## config.mk

```make
export PLATFORM = sky130hd
export DESIGN_NAME = pipe_redundant_combine
export DESIGN_NICKNAME = d
export VERILOG_FILES = /design/src/rtl/dcorr_pkg.sv /design/src/rtl/therm_decode.sv /design/src/rtl/align_delay.sv /design/src/rtl/overlap_sum.sv /design/src/rtl/pipe_redundant_combine.sv
export SDC_FILE = /design/constraint.sdc
export NUM_CORES = 1
export LEC_CHECK = 0
export ABC_CLOCK_PERIOD_IN_PS = 6150
export BUFFER_PORTS_ARGS = -buffer_cell sky130_fd_sc_hd__buf_4
export CORE_MARGIN = 2
export CORE_UTILIZATION = 35
export DETAILED_ROUTE_END_ITERATION = 8
export GPL_TIMING_DRIVEN = 0
export HOLD_SLACK_MARGIN = 0.02
export MAX_ROUTING_LAYER = met4
export PLACE_DENSITY = 0.59
export SLEW_MARGIN = 30
export SYNTH_ARGS = -nofsm -noshare
export SYNTH_HDL_FRONTEND = slang
export SYNTH_SLANG_ARGS = --single-unit
```

## constraint.sdc

```tcl
create_clock -name clk -period 6.15 [get_ports clk]
set_input_delay 0.615 -clock clk [delete_from_list [all_inputs] [get_ports clk]]
set_output_delay 0.615 -clock clk [all_outputs]
set_load 0.1 [all_outputs]
```

## src/rtl/dcorr_pkg.sv

```systemverilog
package dcorr_pkg;
  localparam int unsigned DC_STAGES    = 6;
  localparam int unsigned DC_COMPS     = 9;
  localparam int unsigned DC_GAIN_LOG2 = 2;
  localparam int unsigned DC_OUT_W     = 12;
endpackage

```

## src/rtl/therm_decode.sv

```systemverilog
module therm_decode #(
  parameter int unsigned COMPS    = 9,
  parameter int unsigned DW       = 4,
  parameter bit          TIE_ENDS = 1'b0
) (
  input  logic [COMPS-1:0] code_in,
  output logic [DW-1:0]    digit,
  output logic             bubble
);
  logic [COMPS-1:0] code_eff;

  generate
    if (TIE_ENDS) begin : g_tied
      assign code_eff = {1'b0, code_in[COMPS-2:1], 1'b1};
    end else begin : g_free
      assign code_eff = code_in;
    end
  endgenerate

  always_comb begin
    digit = '0;
    for (int i = 0; i < COMPS; i++) begin
      digit = digit + DW'(code_eff[i]);
    end
  end

  // a rising edge going upward in the code means a 0 sits below a 1
  assign bubble = |(~code_eff[COMPS-2:0] & code_eff[COMPS-1:1]);
endmodule

```

## src/rtl/align_delay.sv

```systemverilog
module align_delay #(
  parameter int unsigned WIDTH = 5,
  parameter int unsigned DEPTH = 1
) (
  input  logic             clk,
  input  logic             rst_n,
  input  logic             en,
  input  logic [WIDTH-1:0] d,
  output logic [WIDTH-1:0] q
);
  generate
    if (DEPTH == 0) begin : g_wire
      assign q = d;
    end else begin : g_regs
      logic [WIDTH-1:0] sr [DEPTH];
      always_ff @(posedge clk or negedge rst_n) begin
        if (!rst_n) begin
          for (int i = 0; i < DEPTH; i++) sr[i] <= '0;
        end else if (en) begin
          sr[0] <= d;
          for (int i = 1; i < DEPTH; i++) sr[i] <= sr[i-1];
        end
      end
      assign q = sr[DEPTH-1];
    end
  endgenerate
endmodule

```

## src/rtl/overlap_sum.sv

```systemverilog
module overlap_sum #(
  parameter int unsigned STAGES    = 6,
  parameter int unsigned COMPS     = 9,
  parameter int unsigned DW        = 4,
  parameter int unsigned GAIN_LOG2 = 2,
  parameter int unsigned OUT_W     = 12,
  parameter int unsigned SW        = 18
) (
  input  logic [STAGES*DW-1:0] digits,
  output logic [OUT_W-1:0]     code,
  output logic                 clip
);
  localparam logic signed [SW-1:0] MID  = SW'(COMPS);
  localparam logic signed [SW-1:0] BIAS = SW'(2 ** OUT_W);
  localparam logic signed [SW-1:0] TOPV = SW'(2 ** OUT_W - 1);

  logic signed [SW-1:0] acc;
  logic signed [SW-1:0] half;
  logic signed [SW-1:0] term;

  always_comb begin
    acc  = '0;
    term = '0;
    for (int k = 0; k < STAGES; k++) begin
      term = SW'({digits[k*DW +: DW], 1'b0}) - MID;
      acc  = acc + (term <<< (GAIN_LOG2 * (STAGES - 1 - k)));
    end
    half = (acc + BIAS) >>> 1;
    if (half < 0) begin
      code = '0;
      clip = 1'b1;
    end else if (half > TOPV) begin
      code = '1;
      clip = 1'b1;
    end else begin
      code = half[OUT_W-1:0];
      clip = 1'b0;
    end
  end
endmodule

```

## src/rtl/pipe_redundant_combine.sv

```systemverilog
module pipe_redundant_combine #(
  parameter int unsigned STAGES    = dcorr_pkg::DC_STAGES,
  parameter int unsigned COMPS     = dcorr_pkg::DC_COMPS,
  parameter int unsigned GAIN_LOG2 = dcorr_pkg::DC_GAIN_LOG2,
  parameter int unsigned OUT_W     = dcorr_pkg::DC_OUT_W
) (
  input  logic                    clk,
  input  logic                    rst_n,
  input  logic                    in_valid,
  output logic                    in_ready,
  input  logic [STAGES*COMPS-1:0] in_therm,
  output logic                    out_valid,
  input  logic                    out_ready,
  output logic [OUT_W-1:0]        out_code,
  output logic                    out_clip,
  output logic                    out_bubble,
  output logic                    err_sticky
);
  localparam int unsigned DW     = $clog2(COMPS + 1);
  localparam int unsigned SW_RAW = DW + GAIN_LOG2 * (STAGES - 1) + 4;
  localparam int unsigned SW     = (SW_RAW > OUT_W + 3) ? SW_RAW : OUT_W + 3;

  logic                 adv;
  logic [STAGES*DW-1:0] aligned_digits;
  logic [STAGES-1:0]    aligned_bub;
  logic                 v_dec;
  logic                 v_al;
  logic [OUT_W-1:0]     sum_code;
  logic                 sum_clip;

  assign adv      = out_ready | ~out_valid;
  assign in_ready = adv;

  generate
    for (genvar k = 0; k < STAGES; k++) begin : g_stage
      logic [DW-1:0] dig_c;
      logic          bub_c;
      logic [DW:0]   dec_q;
      logic [DW:0]   al_q;

      therm_decode #(
        .COMPS(COMPS), .DW(DW), .TIE_ENDS(k > 0)
      ) u_dec (
        .code_in(in_therm[k*COMPS +: COMPS]),
        .digit  (dig_c),
        .bubble (bub_c)
      );

      always_ff @(posedge clk or negedge rst_n) begin
        if (!rst_n)   dec_q <= '0;
        else if (adv) dec_q <= {bub_c, dig_c};
      end

      align_delay #(
        .WIDTH(DW + 1), .DEPTH(STAGES - 1 - k)
      ) u_dly (
        .clk(clk), .rst_n(rst_n), .en(adv), .d(dec_q), .q(al_q)
      );

      assign aligned_digits[k*DW +: DW] = al_q[DW-1:0];
      assign aligned_bub[k]             = al_q[DW];
    end
  endgenerate

  always_ff @(posedge clk or negedge rst_n) begin
    if (!rst_n)   v_dec <= 1'b0;
    else if (adv) v_dec <= in_valid;
  end

  align_delay #(
    .WIDTH(1), .DEPTH(STAGES - 1)
  ) u_vdly (
    .clk(clk), .rst_n(rst_n), .en(adv), .d(v_dec), .q(v_al)
  );

  overlap_sum #(
    .STAGES(STAGES), .COMPS(COMPS), .DW(DW),
    .GAIN_LOG2(GAIN_LOG2), .OUT_W(OUT_W), .SW(SW)
  ) u_sum (
    .digits(aligned_digits),
    .code  (sum_code),
    .clip  (sum_clip)
  );

  always_ff @(posedge clk or negedge rst_n) begin
    if (!rst_n) begin
      out_valid  <= 1'b0;
      out_code   <= '0;
      out_clip   <= 1'b0;
      out_bubble <= 1'b0;
      err_sticky <= 1'b0;
    end else if (adv) begin
      out_valid  <= v_al;
      out_code   <= sum_code;
      out_clip   <= v_al & sum_clip;
      out_bubble <= v_al & (|aligned_bub);
      err_sticky <= err_sticky | (v_al & (|aligned_bub));
    end
  end
endmodule

```

==> impl_metrics.toml, run 1 <==
[detailed_routing]
routedWlPerCell_um = 13.32
drtAntennaViolNets = 0
viasPerCell = 4.675
detail_route.drc_violations = 0
routed_wl_mm = 17.04
drt_iter0_drc = 329
drt_pass1_iterations = 4
vias = 5979

[critical_path]
critPathArrivalTime_ns = 5.92
cp_top_family = "adder cells"
crit_type = "reg2reg"
critPathBufInv = 8
r2r_slack_ns = 0.48
crit_fanout = 10
path_cells = "inv_1, ha_1, inv_1, a21o_1, clkinvlp_4, buf_4, fa_1, inv_1, fa_1, inv_1, ha_1, ha_1, ha_1, inv_1, fa_1, nand2b_1, a211o_1, a31o_2, a211o_1, a32oi_1, buf_2, a311oi_1"
startpoint_type = "flop"
slowest_delay_ns = 0.41
end_kind = "flop"
timing.rr.start = "g_stage[5].dec_q[0]"
rr_endpoint = "out_code[11]"
reg2reg_depth = 22
worstPathRequired_ns = 6.39
critPathMostFrequentCell = "inv_1"
slowest_stage = "fa_1"

[cts]
cts_tree = "yes"
cts.path.max_buffers = 2
cts-root-buf = "clkbuf_16"
clkLatencyLatePin_ns = 0.41
ctsHoldBuffers = 0
htree_levels = 4
clk_pin_slew_ns = 0.06
clkSinkCount = 127
numCtsBuffers = 17

[finish]
antenna_cells = 0
syn_to_final_growth_pct = 18.96
layout-drive-gt1-share_pct = 11.77
finalNetCount = 1157

[timing]
fmax_mhz = 176.2
finalSetupTns_ns = 0
maxSlewViolCount = 0
finClkSkew_ns = 0.01166
hold_viol = 0
period_minus_slack_ns = 5.675
relSlewSlack_pct = 49.10
rsz0062_at_grt = "false"
finalSetupViolations = 0
period_share_pct = 92.28
tightest_slew_ns = 0.7634

[status]
status = "complete, no violations"

[floorplan]
fp.dieH_um = 155.7
ios = 75
die_x_um = 155.7
rows = 55
core_area_um2 = 22640
start_util_pct = 35.59
dieArea_um2 = 24250

[synth]
synth_cells = 893
ys_types = 51
synth.avg_cell_area_um2 = 9.023
synth_edf_count = 0
synth_seq_cells = 127
yosys-top-cells-count = "262 x nand2_1, 127 x dfrtp_1, 121 x inv_1, 64 x ha_1, 54 x fa_1"
yosysTopAreaCell = "dfrtp_1"
synthTopCellsByArea = "dfrtp_1 39%, fa_1 13%, nand2_1 12%"
ys_seq_area_share_pct = 39.44
synth.most_common_cell = "nand2_1"
synth-async-reset-ratio_pct = 100.0
syn_area_um2 = 8058
yosys.area.top_type_share_pct = 39.44
synth_nets = 1069
yosysWarnings = 0
synth_flop_cell = "dfrtp_1"

[job]
max_cap_violations = 0

[global_route]
grt_pass1_wl_mm = 28.75
grt_use_total_pct = 15.20
first_global_vias = 6002
grt_max_degree = 67
gr-total-overflow = 0
antenna_found_initial = 0

[hold_path]
min_path_type = "in2async"

[placement]
place_congestion = 0.8067
port-buffer-count = 64
dp_hpwl_mm = 13.15
[routing by layer]
layer	GRT usage [%]	up-vias	wire length [um]
li1	-	3007	-
met1	19.93	2897	8270
met2	24.97	69	8335
met3	2.333	6	322
met4	3.626	0	112
met5	-	-	0
[cell families (layout without fill, tap and decap cells)]
kind of cell,Yosys count,after routing,share of synthesized area [%]
compound gates,122,122,9.658
xor+xnor,27,27,2.935
fa+ha+maj,118,118,23.35
buf+inv,157,258,7.376
flops,127,127,39.44
mux,4,4,0.4969
simple gates,338,338,16.74
[state kept, by name, indices dropped and copies added (netlist names)]
name and cells:
g_stage.dec_q 30, u_vdly.g_regs.sr 4, out_code 12, g_stage.u_dly.g_regs.sr 50, out_bubble 1, out_valid 1
g_stage.u_dly.q 25, err_sticky 1, u_vdly.q 1, out_clip 1, v_dec 1
[cell type report]
type                       count  area, um2
sequential                   127       3178
buffer                        35      136.4
clock buffer                  17      425.4
timing repair buffer          69      545.5
inverter                     122      461.7
fill                        2233      13060
clock inverter                15      185.2
multi-input combinational    609       4297
tap                          285      356.6
[how the worst max path moves through the flow]
| stage | from | end | slack [ns] | depth (start not counted) |
|---|---|---|---|---|
| after floorplan | g_stage[5].dec_q[0] | out_code[1] | 1.18 | 21 |
| after global placement | g_stage[5].dec_q[0] | out_code[6] | 0.38 | 21 |
| after detailed placement | g_stage[5].dec_q[0] | out_code[8] | 0.32 | 21 |
| after CTS | g_stage[5].dec_q[0] | out_code[8] | 0.29 | 21 |
| after global routing | g_stage[5].dec_q[0] | out_code[8] | 0.11 | 22 |
| final | g_stage[5].dec_q[0] | out_code[11] | 0.48 | 22 |
[timing repair]
item / CTS / global route
buffers inserted: 0 / 4
setup endpoints to repair: 0 / 10
gates resized for setup: 0 / 3
[stage by stage]
| stage | std cells | setup WS, ns | hold slack, ns | utilization, % | cell area [um2] |
|---|---|---|---|---|---|
| 2_1_floorplan | 893 | 1.185 | 0.3194 | - | 8058 |
| 3_3_place_gp | 1242 | 0.3755 | 0.4499 | 39.29 | 8895 |
| 3_5_place_dp | 1243 | 0.3203 | 0.4547 | 39.44 | 8930 |
| 4_1_cts | 1275 | 0.2925 | 0.1472 | 42.14 | 9540 |
| 5_1_grt | 1279 | 0.1090 | 0.1669 | 42.34 | 9585 |
| 6_report | 1279 | 0.4751 | 0.1413 | 42.34 | 9585 |
[worst register-to-register path, stage by stage (launching register included)]
cell	delay [ns]
dfrtp_1	0.37
inv_1	0.10
ha_1	0.23
inv_1	0.06
a21o_1	0.38
clkinvlp_4	0.19
buf_4	0.19
fa_1	0.36
inv_1	0.08
fa_1	0.41
inv_1	0.07
ha_1	0.23
ha_1	0.29
ha_1	0.21
inv_1	0.07
fa_1	0.40
nand2b_1	0.19
a211o_1	0.35
a31o_2	0.28
a211o_1	0.27
a32oi_1	0.37
buf_2	0.30
a311oi_1	0.12
[layout by cell type, fill, tap and decap left out, types with 2 or more instances in the layout]
| cell type | synthesis | final |
|---|---|---|
| o21a_1 | 2 | 2 |
| clkbuf_1 | 32 | 32 |
| a311oi_1 | 8 | 8 |
| o22ai_1 | 5 | 5 |
| fa_1 | 54 | 54 |
| clkinv_2 | 0 | 2 |
| or4_1 | 2 | 2 |
| clkinvlp_4 | 0 | 5 |
| nand4b_1 | 2 | 2 |
| clkbuf_16 | 0 | 17 |
| nor2_1 | 50 | 50 |
| o21ai_0 | 32 | 32 |
| inv_6 | 0 | 3 |
| xnor2_1 | 12 | 11 |
| o31ai_1 | 2 | 2 |
| bufinv_16 | 0 | 3 |
| a21oi_1 | 34 | 33 |
| buf_4 | 1 | 68 |
| a21o_2 | 3 | 3 |
| nand3_1 | 2 | 2 |
| nor3_1 | 5 | 5 |
| a21o_1 | 7 | 7 |
| nor4_1 | 2 | 2 |
| a211o_1 | 2 | 2 |
| clkinv_4 | 0 | 2 |
| xor2_1 | 15 | 15 |
| ha_1 | 64 | 64 |
| mux2i_1 | 4 | 4 |
| nor2b_1 | 2 | 2 |
| a221oi_1 | 3 | 3 |
| o211ai_1 | 3 | 3 |
| inv_1 | 121 | 120 |
| nand2b_1 | 3 | 3 |
| a31oi_1 | 7 | 7 |
| a211oi_1 | 5 | 5 |
| dfrtp_1 | 127 | 127 |
| nand2_1 | 262 | 262 |
Power of run 1 is left out: the tool's default activity adds up to more than one toggle a clock period on the data nets, which glitch-free logic cannot reach.
==> run 2, diff against run 1 <==
--- a/config.mk
+++ b/config.mk
@@ -6,5 +6,5 @@
 export NUM_CORES = 1
 export LEC_CHECK = 0
-export ABC_CLOCK_PERIOD_IN_PS = 6150
+export ABC_CLOCK_PERIOD_IN_PS = 7000
 export BUFFER_PORTS_ARGS = -buffer_cell sky130_fd_sc_hd__buf_4
 export CORE_MARGIN = 2
==> constraint.sdc (replaced) <==
create_clock -name clk -period 7 [get_ports clk]
set_input_delay 1.05 -clock clk [delete_from_list [all_inputs] [get_ports clk]]
set_output_delay 1.05 -clock clk [all_outputs]
set_load 0.1 [all_outputs]
==> impl_metrics.toml, run 2 (synthesis results as in run 1) <==
[critical_path]
crit_cells = 21
path_cells = "inv_1, ha_1, inv_1, a21o_1, inv_1, fa_1, inv_1, fa_1, inv_1, fa_1, fa_1, ha_1, buf_4, a211oi_1, o21ai_0, o21ai_0, o21ai_0, xnor2_1, nor2_1, clkbuf_1, a311oi_1"
critPathArrivalTime_ns = 6.07
critPathBufInv = 7
slowest_stage = "fa_1"
reg2reg_depth = 21
worstPathRequired_ns = 7.32
crit_type = "reg2reg"
critPathMostFrequentCell = "inv_1"
slowest_delay_ns = 0.55
end_kind = "flop"
cp_top_family = "adder cells"
crit_fanout = 10
startpoint_type = "flop"

[cts]
clkSinkCount = 127
clk_pin_slew_ns = 0.06
cts-root-buf = "clkbuf_16"
ctsHoldBuffers = 0
htree_levels = 4
cts_resized = 0
numCtsBuffers = 17
postCtsSetupBuffers = 0
clkLatencyLatePin_ns = 0.41
cts.path.max_buffers = 2
cts_tree = "yes"

[detailed_routing]
vias = 5969
drt_iter0_drc = 310
drt_pass1_iterations = 4
routed_wl_mm = 17.01
viasPerCell = 4.682
drtAntennaViolNets = 0
routedWlPerCell_um = 13.34
detail_route.drc_violations = 0

[global_route]
gr-total-overflow = 0
antenna_found_initial = 0
first_global_vias = 6002
grt_use_total_pct = 15.20
grt_pass1_wl_mm = 28.75
grt_max_degree = 67

[timing]
finalSetupTns_ns = 0
period_minus_slack_ns = 5.755
period_share_pct = 82.21
hold_viol = 0
finalSetupViolations = 0
finClkSkew_ns = 0.01172
maxSlewViolCount = 0
rsz0062_at_grt = "false"
fmax_mhz = 173.8
tightest_slew_ns = 0.7913
fin_ws_ns = 1.245
relSlewSlack_pct = 47.24

[finish]
finalNetCount = 1153
multi_input_area_um2 = 4285
largest_reg_flops = 50
antenna_cells = 0
seq_area_um2 = 3178
layout-drive-gt1-share_pct = 11.11
final_cell_mix = "262 x nand2_1, 127 x dfrtp_1, 121 x inv_1"
syn_to_final_growth_pct = 18.40
final_common_cell = "nand2_1"
fin_cells = 1275
n_fill_cell = 2236
regMostFlops = "g_stage.u_dly.g_regs.sr"

[status]
status = "complete, no violations"

[floorplan]
fp.dieH_um = 155.7
core_area_um2 = 22640
die_x_um = 155.7
start_util_pct = 35.59
ios = 75
dieArea_um2 = 24250
rows = 55

[placement]
port-buffer-count = 64
place_ws_ns = 1.170
place_inst = 1243
place_congestion = 0.8067
dp_hpwl_mm = 13.15

[hold_path]
min_path_type = "reg2reg"
holdPathStages = 2

[job]
max_cap_violations = 0
[run 2: cell types whose count changed in the layout (fill, tap and decap cells not counted)]
cell        previous run  this run
inv_1                120       121
a21oi_1               33        34
buf_4                 68        64
xnor2_1               11        12
a21oi_2                1         0
xnor2_2                1         0
clkinvlp_4             5         4
[run 2: area by class of cell]
type / instances / area share, %
plain buffers: 35 / 1.430
clock buffers: 17 / 4.459
clock inverters: 15 / 1.941
inverters: 122 / 4.800
multi-input cells: 609 / 44.92
flip-flops and latches: 127 / 33.31
well taps: 285 / 3.738
repair buffers: 65 / 5.403
[run 2: per-stage QoR]
step                      area, um2  utilization (%)  hold WS, ns
after floorplan                8058                -       0.4386
after global placement         8895            39.29       0.4499
after detailed placement       8930            39.44       0.4547
after CTS                      9540            42.14       0.4632
after global routing           9540            42.14       0.4779
final                          9540            42.14       0.4624
[run 2: worst min-delay path: stages, from the launching register on]
cell and delay (ns):
dfrtp_1 0.34, nand2_1 0.05, nand2_1 0.05
[run 2: per-layer routing]
| metal | routed length [um] | vias up | global-route usage (%) |
|---|---|---|---|
| met2 | 8310 | 92 | 24.97 |
| met3 | 439 | 10 | 2.333 |
| met4 | 135 | 0 | 3.626 |
| li1 | - | 2994 | - |
| met1 | 8120 | 2873 | 19.93 |
| met5 | 0 | - | - |
[run 2: final timing paths]
check / startpoint / to / slack (ns)
setup / recovery: g_stage[5].dec_q[0] / out_code[8] / 1.25
hold / removal: g_stage[1].u_dly.g_regs.sr[18] / g_stage[1].u_dly.g_regs.sr[13] / 0.46
setup reg to reg: g_stage[5].dec_q[0] / out_code[8] / 1.25
hold reg to reg: g_stage[1].u_dly.g_regs.sr[18] / g_stage[1].u_dly.g_regs.sr[13] / 0.46
max in group asynchronous: rst_n / g_stage[1].u_dly.g_regs.sr[16] / 5.74
min in group asynchronous: rst_n / g_stage[2].u_dly.g_regs.sr[11] / 0.57
Power of run 2 is left out for the same reason.
==> run 3, diff against run 2 <==
Settings changed: ABC_AREA set to 1, ABC_CLOCK_PERIOD_IN_PS 7000 to 4600, PLACE_DENSITY 0.59 to 0.61.
Clock period 7 ns to 4.6 ns, I/O delays scaled along.
==> impl_metrics.toml, run 3 <==
[global_route]
gr-total-overflow = 0
grt_use_total_pct = 16.11
first_global_vias = 6434
grt_max_degree = 77
grt_pass1_wl_mm = 30.48
antenna_found_initial = 0

[synth]
synth_cells = 963
yosysWarnings = 0
synth_nets = 1139
yosys-top-cells-count = "293 x nand2_1, 175 x inv_1, 127 x dfrtp_1, 76 x o21ai_0, 64 x ha_1"
synth_seq_cells = 127
syn_area_um2 = 8223
synth_edf_count = 0
yosys.area.top_type_share_pct = 38.65
synth.most_common_cell = "nand2_1"
synth.avg_cell_area_um2 = 8.539
ys_types = 34
synth-async-reset-ratio_pct = 100.0
synthTopCellsByArea = "dfrtp_1 39%, nand2_1 13%, fa_1 13%"
synth_flop_cell = "dfrtp_1"
ys_seq_area_share_pct = 38.65
yosysTopAreaCell = "dfrtp_1"

[finish]
finalNetCount = 1244
layout-drive-gt1-share_pct = 19.80
syn_to_final_growth_pct = 25.12
regMostFlops = "g_stage.u_dly.g_regs.sr"
multi_input_area_um2 = 4657
n_fill_cell = 2317
final_cell_mix = "279 x nand2_1, 156 x inv_1, 127 x dfrtp_1"
final_common_cell = "nand2_1"
final_util_pct = 44.23
largest_reg_flops = 50
seq_area_um2 = 3178
antenna_cells = 0

[cts]
clk_pin_slew_ns = 0.05
clkSinkCount = 127
cts-root-buf = "clkbuf_16"
clkLatencyLatePin_ns = 0.42
numCtsBuffers = 17
htree_levels = 4
cts_tree = "yes"
cts.path.max_buffers = 2

[detailed_routing]
viasPerCell = 4.499
detail_route.drc_violations = 0
vias = 6299
routedWlPerCell_um = 12.88
drtAntennaViolNets = 0
drt_iter0_drc = 259
routed_wl_mm = 18.03
drt_pass1_iterations = 4

[timing]
finalSetupViolations = 0
hold_viol = 0
period_minus_slack_ns = 4.462
tightest_slew_ns = 0.7125
maxSlewViolCount = 0
finClkSkew_ns = 0.01150
fmax_mhz = 224.1
relSlewSlack_pct = 52.50
rsz0062_at_grt = "true"
fin_ws_ns = 0.1382
period_share_pct = 97.00

[critical_path]
crit_fanout = 5
critPathBufInv = 5
startpoint_type = "flop"
path_cells = "inv_2, ha_4, o21ai_4, inv_2, fa_1, buf_4, fa_2, inv_2, fa_2, fa_1, ha_4, nand2_4, nor2_2, nand3_1, nand3_1, nand2_1, nand2_1, nand2_1, nand2_2, buf_6, nand3_1, nand2_1, nand2_1"
critPathMostFrequentCell = "nand2_1"
slowest_delay_ns = 0.52
slowest_stage = "fa_2"
worstPathRequired_ns = 4.91
crit_type = "reg2reg"
cp_top_family = "adder cells"
critPathArrivalTime_ns = 4.77
end_kind = "flop"

[floorplan]
rows = 56
start_util_pct = 35.35
core_area_um2 = 23260
ios = 75
fp.dieH_um = 157.3
die_x_um = 157.3
dieArea_um2 = 24740

[placement]
dp_hpwl_mm = 13.35
place_congestion = 0.8268
port-buffer-count = 64
place_ws_ns = -0.5793

[job]
max_cap_violations = 0

[hold_path]
min_path_type = "in2async"

[status]
status = "complete, no violations"
==> run 3: cell count changes after synthesis, moves of 7 or more <==
cell	delta
o21ai_0	+44
nand2_1	+31
clkbuf_1	-7
inv_1	+54
nor2_1	-18
nand2_2	+9
a21oi_1	-16
nand3_1	+20
a31oi_1	-7
a311oi_1	-8
==> run 3: layer usage <==
layer	vias up	global-route usage, %	part of all wire, %
met5	-	-	0
met4	0	5.108	1.4
met3	19	2.863	3.0
met2	87	27.53	51
met1	3020	19.39	44
li1	3173	-	-
==> run 3: final cells by class <==
cell class | count | area share [%]
tap | 319 | 3.879
timing repair buffer | 86 | 6.652
clock buffer | 22 | 4.512
multi-input combinational | 632 | 45.26
clock inverter | 10 | 1.094
sequential | 127 | 30.89
inverter | 176 | 6.445
buffer | 28 | 1.265
==> run 3: cell families after synthesis <==
kind of cell,synth area share (%)
flip-flops,38.65
XOR/XNOR,2.556
AND/OR/NAND/NOR,18.53
AO/OA/AOI/OAI,7.760
adder cells (fa/ha/maj),22.89
buffers and inverters,9.616
==> run 3: stage by stage <==
step / cell area, um2 / hold slack, ns / setup TNS (ns) / cells
after floorplan: 8238 / 0.3944 / 0 / 963
after global placement: 9117 / 0.4494 / -5.929 / 1346
after detailed placement: 9153 / 0.4507 / -6.451 / 1347
after CTS: 9894 / 0.1936 / 0 / 1387
after global routing: 10290 / 0.2026 / -0.8274 / 1400
final: 10290 / 0.1795 / 0 / 1400
==> run 3: worst paths after layout <==
check                                               start                        endpoint  slack, ns  depth (start not counted)
max                                 g_stage[2].u_dly.q[0]                    out_code[11]       0.14                         23
min                                                 rst_n             g_stage[0].dec_q[2]       0.18                          1
max reg2reg                         g_stage[2].u_dly.q[0]                    out_code[11]       0.14                         23
min reg2reg                g_stage[1].u_dly.g_regs.sr[16]  g_stage[1].u_dly.g_regs.sr[11]       0.46                          2
max in group asynchronous                           rst_n   g_stage[2].u_dly.g_regs.sr[5]       3.71                          2
min in group clk           g_stage[1].u_dly.g_regs.sr[16]  g_stage[1].u_dly.g_regs.sr[11]       0.46                          2
==> run 3: what timing repair did <==
action / 4_1_cts / 5_1_grt
endpoints found under the hold margin: 0 / 0
pin swaps: 10 / 32
setup endpoints to repair: 13 / 13
hold buffers: 0 / 0
resized for setup: 25 / 71
cloned: 1 / 1
setup buffers: 7 / 12
Power of run 3 is left out for the same reason.
